--- src/rtl/flash_guard_pkg.sv ---
`timescale 1ns/1ps
package flash_guard_pkg;

    typedef enum logic {
        LK_OPEN   = 1'b0,
        LK_SEALED = 1'b1
    } lock_st_e;

    localparam int UNIT_SMALL_SHIFT = 12;
    localparam int UNIT_LARGE_SHIFT = 16;

endpackage

--- src/rtl/fg_lock_fsm.sv ---
`timescale 1ns/1ps
module fg_lock_fsm (
    input  logic clk,
    input  logic rst_n,
    input  logic cfg_we,
    input  logic cfg_lock,
    output logic wr_grant,
    output logic locked,
    output logic cfg_err
);
    import flash_guard_pkg::*;

    lock_st_e state_q, state_d;

    always_comb begin
        state_d = state_q;
        unique case (state_q)
            LK_OPEN:   state_d = cfg_lock ? LK_SEALED : LK_OPEN;
            LK_SEALED: state_d = LK_SEALED;
        endcase
    end

    always_ff @(posedge clk) begin
        if (!rst_n) state_q <= LK_OPEN;
        else        state_q <= state_d;
    end

    always_ff @(posedge clk) begin
        if (!rst_n) cfg_err <= 1'b0;
        else        cfg_err <= cfg_we && (state_q == LK_SEALED);
    end

    assign wr_grant = cfg_we && (state_q == LK_OPEN);
    assign locked   = (state_q == LK_SEALED);

    // sealing is sticky until reset
    p_seal_sticky_r9: assert property (@(posedge clk) disable iff (!rst_n)
        locked |=> locked);

    // an error pulse only ever appears in the sealed state
    p_err_when_sealed_r10: assert property (@(posedge clk) disable iff (!rst_n)
        cfg_err |-> locked);

endmodule

--- src/rtl/fg_entry.sv ---
`timescale 1ns/1ps
module fg_entry #(
    parameter int ADDR_W = 32,
    parameter int CNT_W  = 8
) (
    input  logic              clk,
    input  logic              rst_n,
    input  logic              wr_en,
    input  logic [ADDR_W-1:0] d_base,
    input  logic [CNT_W-1:0]  d_cnt,
    input  logic              d_unit,
    input  logic              d_rp,
    input  logic              d_wp,
    input  logic              locked,
    input  logic [ADDR_W-1:0] q_addr,
    input  logic              q_write,
    output logic              covers,
    output logic              denies
);
    import flash_guard_pkg::*;

    localparam int SPAN_W = ADDR_W + 1;

    logic [ADDR_W-1:0] base_q;
    logic [CNT_W-1:0]  cnt_q;
    logic              unit_q, rp_q, wp_q;
    logic [SPAN_W-1:0] cnt_ext, size, end_x;

    always_ff @(posedge clk) begin
        if (!rst_n) begin
            base_q <= '0;
            cnt_q  <= '0;
            unit_q <= 1'b0;
            rp_q   <= 1'b0;
            wp_q   <= 1'b0;
        end else if (wr_en) begin
            base_q <= d_base;
            cnt_q  <= d_cnt;
            unit_q <= d_unit;
            rp_q   <= d_rp;
            wp_q   <= d_wp;
        end
    end

    always_comb begin
        cnt_ext = SPAN_W'(cnt_q);
        size    = unit_q ? (cnt_ext << UNIT_LARGE_SHIFT)
                         : (cnt_ext << UNIT_SMALL_SHIFT);
        end_x   = {1'b0, base_q} + size;
        covers  = (cnt_q != '0) && (q_addr >= base_q)
                  && ({1'b0, q_addr} < end_x);
        denies  = covers && (q_write ? wp_q : rp_q);
    end

    // a sealed table holds every field
    p_frozen_r10: assert property (@(posedge clk) disable iff (!rst_n)
        locked |=> $stable({base_q, cnt_q, unit_q, rp_q, wp_q}));

    // a zero count matches nothing
    p_zero_count_r6: assert property (@(posedge clk) disable iff (!rst_n)
        (cnt_q == '0) |-> !covers);

    // a denial needs a covering window
    p_deny_needs_cover_r5: assert property (@(posedge clk) disable iff (!rst_n)
        denies |-> covers);

endmodule

--- src/rtl/fg_pick.sv ---
`timescale 1ns/1ps
module fg_pick #(
    parameter int N_ENT = 4,
    parameter int IDX_W = 2
) (
    input  logic [N_ENT-1:0] deny_vec,
    output logic             any,
    output logic [IDX_W-1:0] idx
);
    always_comb begin
        any = |deny_vec;
        idx = '0;
        for (int e = N_ENT - 1; e >= 0; e--) begin
            if (deny_vec[e]) idx = IDX_W'(e);
        end
    end
endmodule

--- src/rtl/flash_guard.sv ---
`timescale 1ns/1ps
module flash_guard #(
    parameter  int ADDR_W = 32,
    parameter  int CNT_W  = 8,
    parameter  int N_ENT  = 4,
    localparam int IDX_W  = (N_ENT > 1) ? $clog2(N_ENT) : 1
) (
    input  logic              clk,
    input  logic              rst_n,
    input  logic              cfg_we,
    input  logic [IDX_W-1:0]  cfg_idx,
    input  logic [ADDR_W-1:0] cfg_base,
    input  logic [CNT_W-1:0]  cfg_cnt,
    input  logic              cfg_unit,
    input  logic              cfg_rp,
    input  logic              cfg_wp,
    input  logic              cfg_lock,
    input  logic              req_valid,
    input  logic [ADDR_W-1:0] req_addr,
    input  logic              req_write,
    output logic              rsp_valid,
    output logic              rsp_deny,
    output logic              rsp_rd_viol,
    output logic              rsp_wr_viol,
    output logic [IDX_W-1:0]  rsp_idx,
    output logic              cfg_err,
    output logic              locked
);
    logic             wr_grant;
    logic [N_ENT-1:0] cover_vec, deny_vec;
    logic             deny_any;
    logic [IDX_W-1:0] deny_idx;

    fg_lock_fsm u_lock (
        .clk      (clk),
        .rst_n    (rst_n),
        .cfg_we   (cfg_we),
        .cfg_lock (cfg_lock),
        .wr_grant (wr_grant),
        .locked   (locked),
        .cfg_err  (cfg_err)
    );

    for (genvar g = 0; g < N_ENT; g++) begin : g_ent
        fg_entry #(.ADDR_W(ADDR_W), .CNT_W(CNT_W)) u_ent (
            .clk     (clk),
            .rst_n   (rst_n),
            .wr_en   (wr_grant && (cfg_idx == IDX_W'(g))),
            .d_base  (cfg_base),
            .d_cnt   (cfg_cnt),
            .d_unit  (cfg_unit),
            .d_rp    (cfg_rp),
            .d_wp    (cfg_wp),
            .locked  (locked),
            .q_addr  (req_addr),
            .q_write (req_write),
            .covers  (cover_vec[g]),
            .denies  (deny_vec[g])
        );
    end

    fg_pick #(.N_ENT(N_ENT), .IDX_W(IDX_W)) u_pick (
        .deny_vec (deny_vec),
        .any      (deny_any),
        .idx      (deny_idx)
    );

    always_ff @(posedge clk) begin
        if (!rst_n) begin
            rsp_valid   <= 1'b0;
            rsp_deny    <= 1'b0;
            rsp_rd_viol <= 1'b0;
            rsp_wr_viol <= 1'b0;
            rsp_idx     <= '0;
        end else begin
            rsp_valid   <= req_valid;
            rsp_deny    <= req_valid && deny_any;
            rsp_rd_viol <= req_valid && deny_any && !req_write;
            rsp_wr_viol <= req_valid && deny_any && req_write;
            rsp_idx     <= (req_valid && deny_any) ? deny_idx : '0;
        end
    end

    // one response, one cycle after each request
    p_rsp_follows_r7: assert property (@(posedge clk) disable iff (!rst_n)
        req_valid |=> rsp_valid);
    p_rsp_quiet_r7: assert property (@(posedge clk) disable iff (!rst_n)
        !req_valid |=> !rsp_valid);
    p_deny_gated_r7: assert property (@(posedge clk) disable iff (!rst_n)
        rsp_deny |-> rsp_valid);

    // never both violation kinds at once
    p_one_kind_r5: assert property (@(posedge clk) disable iff (!rst_n)
        $onehot0({rsp_rd_viol, rsp_wr_viol}));

    // a denial is only reported when some window covered the request
    p_deny_covered_r8: assert property (@(posedge clk) disable iff (!rst_n)
        (req_valid && (cover_vec == '0)) |=> !rsp_deny);

endmodule

--- config.mk ---
export PLATFORM = sky130hd
export DESIGN_NAME = flash_guard
export DESIGN_NICKNAME = d
export VERILOG_FILES = /design/src/rtl/flash_guard_pkg.sv /design/src/rtl/fg_lock_fsm.sv /design/src/rtl/fg_entry.sv /design/src/rtl/fg_pick.sv /design/src/rtl/flash_guard.sv
export SDC_FILE = /design/constraint.sdc
export NUM_CORES = 1
export LEC_CHECK = 0
export CORE_ASPECT_RATIO = 0.5
export CORE_MARGIN = 2
export CORE_UTILIZATION = 53
export CTS_CLUSTER_DIAMETER = 150
export DETAILED_ROUTE_END_ITERATION = 7
export PLACE_DENSITY = 0.72
export SLEW_MARGIN = 20
export SYNTH_ARGS = -nofsm -noshare
export SYNTH_HDL_FRONTEND = slang
export SYNTH_SLANG_ARGS = --single-unit
export TNS_END_PERCENT = 30
--- constraint.sdc ---
create_clock -name clk -period 7.8 [get_ports clk]
set_clock_uncertainty 0.15 [all_clocks]
set_input_delay 0.78 -clock clk [delete_from_list [all_inputs] [get_ports clk]]
set_output_delay 0.78 -clock clk [all_outputs]
set_load 0.03 [all_outputs]
-- Word-level counts from Yosys, hierarchy flattened
Index checks and enable logic that the tools add are counted.
Widths: inputs -> output; s select.
- bits in registers: 180
- bits in latches: 0
- RAM bits: 0
- bits in read-only memories: 0
- input port bits: 83
- output and inout port bits: 8
- logic and storage cells: 89
- memories kept: 0
- $add $sub $neg: 4
- multiply operators: 0
- div/mod/pow operators: 0
- magnitude comparators: 8
- equal/unequal tests: 3
- shifts and indexed selects: 0
- mux-type cells: 13
- bitwise logic cells: 3
- reduce and logical (&&, ||, !) cells: 30
- operators by type and width (cell ; number):
    $add 32x33->33 ; 4
    $lt 32x33->1 ; 4
    $ge 32x32->1 ; 4
    $mux 24 ; 4
    $reduce_bool 8->1 ; 4
    $logic_and 1x1->1 ; 21
    $reduce_or 4->1 ; 2
    $mux 1 ; 6
    $eq 2x2->1 const B ; 2
    $mux 2 ; 2
    $not 1->1 ; 3
    $reduce_or 3->1 ; 1
    $eq 2x1->1 const B ; 1
    $logic_not 2->1 ; 1
    $pmux 1 s2 ; 1
    $logic_not 1->1 ; 1

-- Longest topological paths before layout
- depth in word-level cells: 9
- depth in mapped cells: 21
- depth with buffers taken out: 20

-- Cells and area by module
From an unflattened synthesis, not the netlist that was laid out.
- cells, all modules: 1692
- area, all modules: 15085.7 sq um
- by module, submodules not included (module ; times used ; cells each ; area each (sq um) ; sequential area each (sq um)):
    fg_entry at g_ent[2].u_ent ... ; 2 ; 414 ; 3682.3 ; 860.8
    fg_entry at g_ent[1].u_ent ; 1 ; 420 ; 3726.1 ; 860.8
    fg_entry at g_ent[0].u_ent ; 1 ; 416 ; 3697.3 ; 860.8
    flash_guard ; 1 ; 16 ; 202.7 ; 120.1
    fg_lock_fsm ; 1 ; 5 ; 60.1 ; 40.0
    fg_pick ; 1 ; 7 ; 35.0 ; 0.0

-- Least setup slack after synthesis
Ideal clock, no wire load.
- kind: reg-to-reg
- from: reg g_ent[0].u_ent.unit_q
- to: reg rsp_wr_viol
- setup time: 80 ps
- data arrival time: 4159 ps
- data required time: 7570 ps
- setup slack: 3411 ps
- stages on the path, launching flop included: 22
- buffers on the path: 1
- period minus slack after synthesis: 4389 ps
- path through: dfxtp_1 clkbuf_1 nand2b_1 inv_1 ha_1 a21o_1 a21oi_1 o21bai_1 a221o_1 a211oi_1 nor2_1 nand4_1 xnor2_1 ha_1 o21ai_1 o21ai_1 a2111oi_2 o21ai_1 o32ai_1 o2111a_1 nor4_4 nor3b_1
- cells in the longest elaborated chain, start to end: 8
- RTL lines (item ; RTL line ; RTL):
    from (decl) ; fg_entry.sv:26 ; logic unit_q, rp_q, wp_q;
    from (signal assigned) ; fg_entry.sv:39 ; unit_q <= d_unit;
    $mux 24 ; fg_entry.sv:47 ; size = unit_q ? (cnt_ext << UNIT_LARGE_SHIFT)
    $add 32x33->33 ; fg_entry.sv:49 ; end_x = {1'b0, base_q} + size;
    $lt 32x33->1 ; fg_entry.sv:51 ; && ({1'b0, q_addr} < end_x);
    $logic_and 1x1->1 ; fg_entry.sv:51 ;
    $logic_and 1x1->1 ; fg_entry.sv:52 ; denies = covers && (q_write ? wp_q : rp_q);
    $reduce_or 4->1 ; fg_pick.sv:11 ; any = |deny_vec;
    $logic_and 1x1->1 (2 in a row) ; flash_guard.sv:79 ; rsp_wr_viol <= req_valid && deny_any && req_write;
    to (signal assigned) ; flash_guard.sv:79 ;
    to (decl) ; flash_guard.sv:24 ; output logic rsp_wr_viol,
Every way passes these cells.
A chain may end at the register's enable or synchronous reset.

-- Final worst setup path
- from: reg g_ent[2].u_ent.unit_q
- to: reg rsp_idx[1]
- cells in the longest elaborated chain, start to end: 9
- elaborated cells between the ends (all ways): 10
- classes of those cells: 1 x add/sub; 1 x order compare; 2 x mux; 1 x bitwise; 5 x reduce/logical
- RTL lines (item ; RTL line ; RTL):
    from (decl) ; fg_entry.sv:26 ;
    from (signal assigned) ; fg_entry.sv:39 ;
    $mux 24 (*) ; fg_entry.sv:47 ;
    $add 32x33->33 (*) ; fg_entry.sv:49 ;
    $lt 32x33->1 (*) ; fg_entry.sv:51 ;
    $logic_and 1x1->1 (*) ; fg_entry.sv:51 ;
    $logic_and 1x1->1 (*) ; fg_entry.sv:52 ;
    $reduce_or 4->1 ; fg_pick.sv:11 ;
    $logic_and 1x1->1 ; flash_guard.sv:80 ; rsp_idx <= (req_valid && deny_any) ? deny_idx : '0;
    $not 1->1 (no source line) ; -- ;
    $reduce_or 4->1 (no source line) ; -- ;
    to (signal assigned) ; flash_guard.sv:80 ;
    to (decl) ; flash_guard.sv:25 ; output logic [IDX_W-1:0] rsp_idx,
Mark *: on every way between the ends. The rest lies on a longest branch, timed or not.

==> flow_summary.toml <==
[yosys]
yosysWarningCount = 0
synth_ff_type = "dfxtp_1"
synth.avg_cell_area_um2 = 7.82
yosys-top-cells-area = "dfxtp_1, ha_1, nand2_1"
synthCells = 1889
synth.cell_area_um2 = 14800
yosysUniqueCellTypes = 67
synth_nets = 2232
synth-edff-count = 0
synth_top_cell_area_share_pct = 24.4
synthArstFlopShare_pct = 0
ys_ff_latch = 180
synth_area_leader_cell = "dfxtp_1"
ys_seq_area_share_pct = 24.4

[finish]
finalNetCount = 2286
stdcell_area_um2 = 16600
drive_gt1_share_pct = 3.83
antenna_cells = 0
final_cell_mix = "nand2_1, ha_1, dfxtp_1"
mostFrequentLayoutCell = "nand2_1"
area_delta_synth_final_pct = 12.2

[place]
hpwl_um = 32000
gp_congestion = 0.938
placed_area_um2 = 16000
port_buffers = 90

[timing]
tightest_slew_ns = 1.02
fin_crit_sh_pct = 64.9
fmax_ghz = 0.198
rsz0062_at_grt = "false"
tns_ns = 0
setup_violations = 0
hold_viol_final = 0
layout_min_cycle_time_ns = 5.06
max_slew_margin_pct = 31.8
slew_viol_final = 0

[power]
power.share.clock_pct = 37.9
internal_power_uw = 1570
p_comb_share_pct = 19.5
ir_drop_mv = 0.150
p_sw_share_pct = 30.8
p_leak_uw = 0.00643
power_per_cell_area_nw_per_um2 = 137
netSwitchingPower_uw = 700
p_seq_share_pct = 42.5

[worst_setup_path]
path_cells = "mux2_2, ha_1, a211o_1, o21bai_2, a2111o_1, a41o_1, nand2_1, xnor2_1, ha_1, a21oi_1, nand3_1, a311oi_1, o211ai_2, a21oi_2, nor2_1, nor4_1"
cp_max_fo = 13
crit_buf_inv = 0
startpoint_type = "flip-flop"
r2r-start = "g_ent[2].u_ent.unit_q$_SDFFE_PN0P_"
end_kind = "flip-flop"
worstSetupPathType = "flip-flop to flip-flop"
cp.arrival_ns = 5.28
crit_top_cell = "ha_1"
cp.required_ns = 8.02
cp_top_family = "compound AO/OA/AOI/OAI gates"
startpoint = "g_ent[2].u_ent.unit_q$_SDFFE_PN0P_"
cpPeakStageDelay_ns = 0.59
critPathSlowestCell = "dfxtp_1"

[min_path]
min_from = "g_ent[0].u_ent.base_q[4]$_SDFFE_PN0P_"
hold_path_class = "flip-flop to flip-flop"

[clocking]
root_buffer = "clkbuf_16"
path_clk_slew_ns = 0.07
cts_setup_buffers = 0
clk_path_buf_depth = 2
htree_levels = 4
cts.repair.resized = 0
cts_hold_repair.buffers = 0
cts_tree = "built"
clk_latency_ns = 0.46
cts_buffers = 17
cts.sinks = 180

[routing]
drt-total-wl_um = 41500
top_layer = "met4"
first_pass_iters = 5
wl_met1_um = 20900
drc = 0
vias = 13100
drtIter0Drc = 1022
dr_wl_met2_um = 17400
drt-vias-per-instance = 5.60
dr_wl_met3_um = 2580
wl_per_cell_um = 17.8
ant_nets = 0

[floorplanning]
fp.dieArea_um2 = 29300
num_rows = 43
initial_utilization_pct = 53.6
fp.dieW_um = 240
core_region_area_um2 = 27500
fp.dieH_um = 122
ios = 91

[grt]
antenna_found_initial = 0
grt_pass1_vias = 12200
grt_max_degree = 121
grt_overflow_total = 0
grt_pass1_wl_um = 66200
grt_usage_pct = 29.4

[status]
status = "complete, no violations"

[job]
maxCapViolations = 0
layout make-up:
type,count,area (um^2)
fill,2527,11000
multi-input combinational,1500,10400
sequential,180,3600
timing repair buffer,96,968
inverter,148,556
tap,382,478
clock buffer,22,474
clock inverter,10,87.6
synthesized netlist by cell type, types with 20 or more instances:
cell	count
a21oi_1	105
dfxtp_1	180
nand3_1	28
inv_1	145
a21boi_0	172
nor2b_1	28
clkbuf_1	60
o21ai_0	60
nand4_1	28
a211oi_1	23
nand2_1	415
xor2_1	22
nor2_1	59
xnor2_1	45
ha_1	256
a21o_1	46
nand2b_1	20
path summary, 6_finish.rpt:
kind | end | slack [ns] | cells after the start
setup / recovery | rsp_idx[1]$_SDFF_PP0_ | 2.74 | 16
hold / removal | g_ent[0].u_ent.base_q[4]$_SDFFE_PN0P_ | 0.31 | 2
setup reg to reg | rsp_idx[1]$_SDFF_PP0_ | 2.74 | 16
hold reg to reg | g_ent[0].u_ent.base_q[4]$_SDFFE_PN0P_ | 0.31 | 2
layer usage:
layer | up-vias | track usage [%]
met5 | - | 0
met4 | 0 | 6.52
met3 | 41 | 5.57
met2 | 341 | 45.2
met1 | 6037 | 42.4
li1 | 6685 | -
per-stage QoR:
step / hold WS (ns) / power [uW] / std cells / setup WS [ns] / util [%]
after detailed placement: 0.308 / 1420 / 2304 / 2.91 / 57.9
after global placement: 0.300 / 1420 / 2304 / 2.96 / 57.9
after global routing: 0.336 / 2380 / 2338 / 2.36 / 60.1
after CTS: 0.317 / 2270 / 2336 / 2.86 / 60.0
after floorplan: 0.293 / 1250 / 1889 / 3.41 / -
final: 0.312 / 2270 / 2338 / 2.74 / 60.1
sequential cells by signal, indices dropped and copies added (netlist names):
register / flops
g_ent.u_ent.base_q: 128
g_ent.u_ent.cnt_q: 32
g_ent.u_ent.rp_q: 4
g_ent.u_ent.unit_q: 4
g_ent.u_ent.wp_q: 4
rsp_idx: 2
rsp_deny: 1
rsp_rd_viol: 1
rsp_valid: 1
rsp_wr_viol: 1
u_lock.cfg_err: 1
u_lock.locked: 1
kinds of logic (layout without fill, tap and decap cells):
kind of cell	count (synthesis)	after routing	share of synthesized area, %
AND/OR/NAND/NOR	660	660	19.8
AO/OA/AOI/OAI	493	493	22.7
XOR/XNOR	67	67	3.97
adder cells (fa/ha/maj)	260	260	22.2
buffers and inverters	209	276	5.32
flip-flops	180	180	24.4
multiplexers	20	20	1.49
power by group through the flow:
| stage | logic [uW] | clock network, uW | registers (uW) |
|---|---|---|---|
| 3_5_place_dp | 434 | 0 | 988 |
| 4_1_cts | 438 | 869 | 966 |
| 5_1_grt | 500 | 910 | 970 |
| 6_report | 444 | 863 | 967 |
| 2_1_floorplan | 269 | 0 | 981 |
| 3_3_place_gp | 428 | 0 | 987 |
worst register-to-register path, stage by stage, from the launching register on:
cell,delay (ns)
dfxtp_1,0.59
mux2_2,0.40
ha_1,0.33
a211o_1,0.35
o21bai_2,0.24
a2111o_1,0.47
a41o_1,0.31
nand2_1,0.10
xnor2_1,0.12
ha_1,0.27
a21oi_1,0.17
nand3_1,0.12
a311oi_1,0.53
o211ai_2,0.24
a21oi_2,0.28
nor2_1,0.07
nor4_1,0.24
No activity file was read; power rests on OpenSTA's default activity.
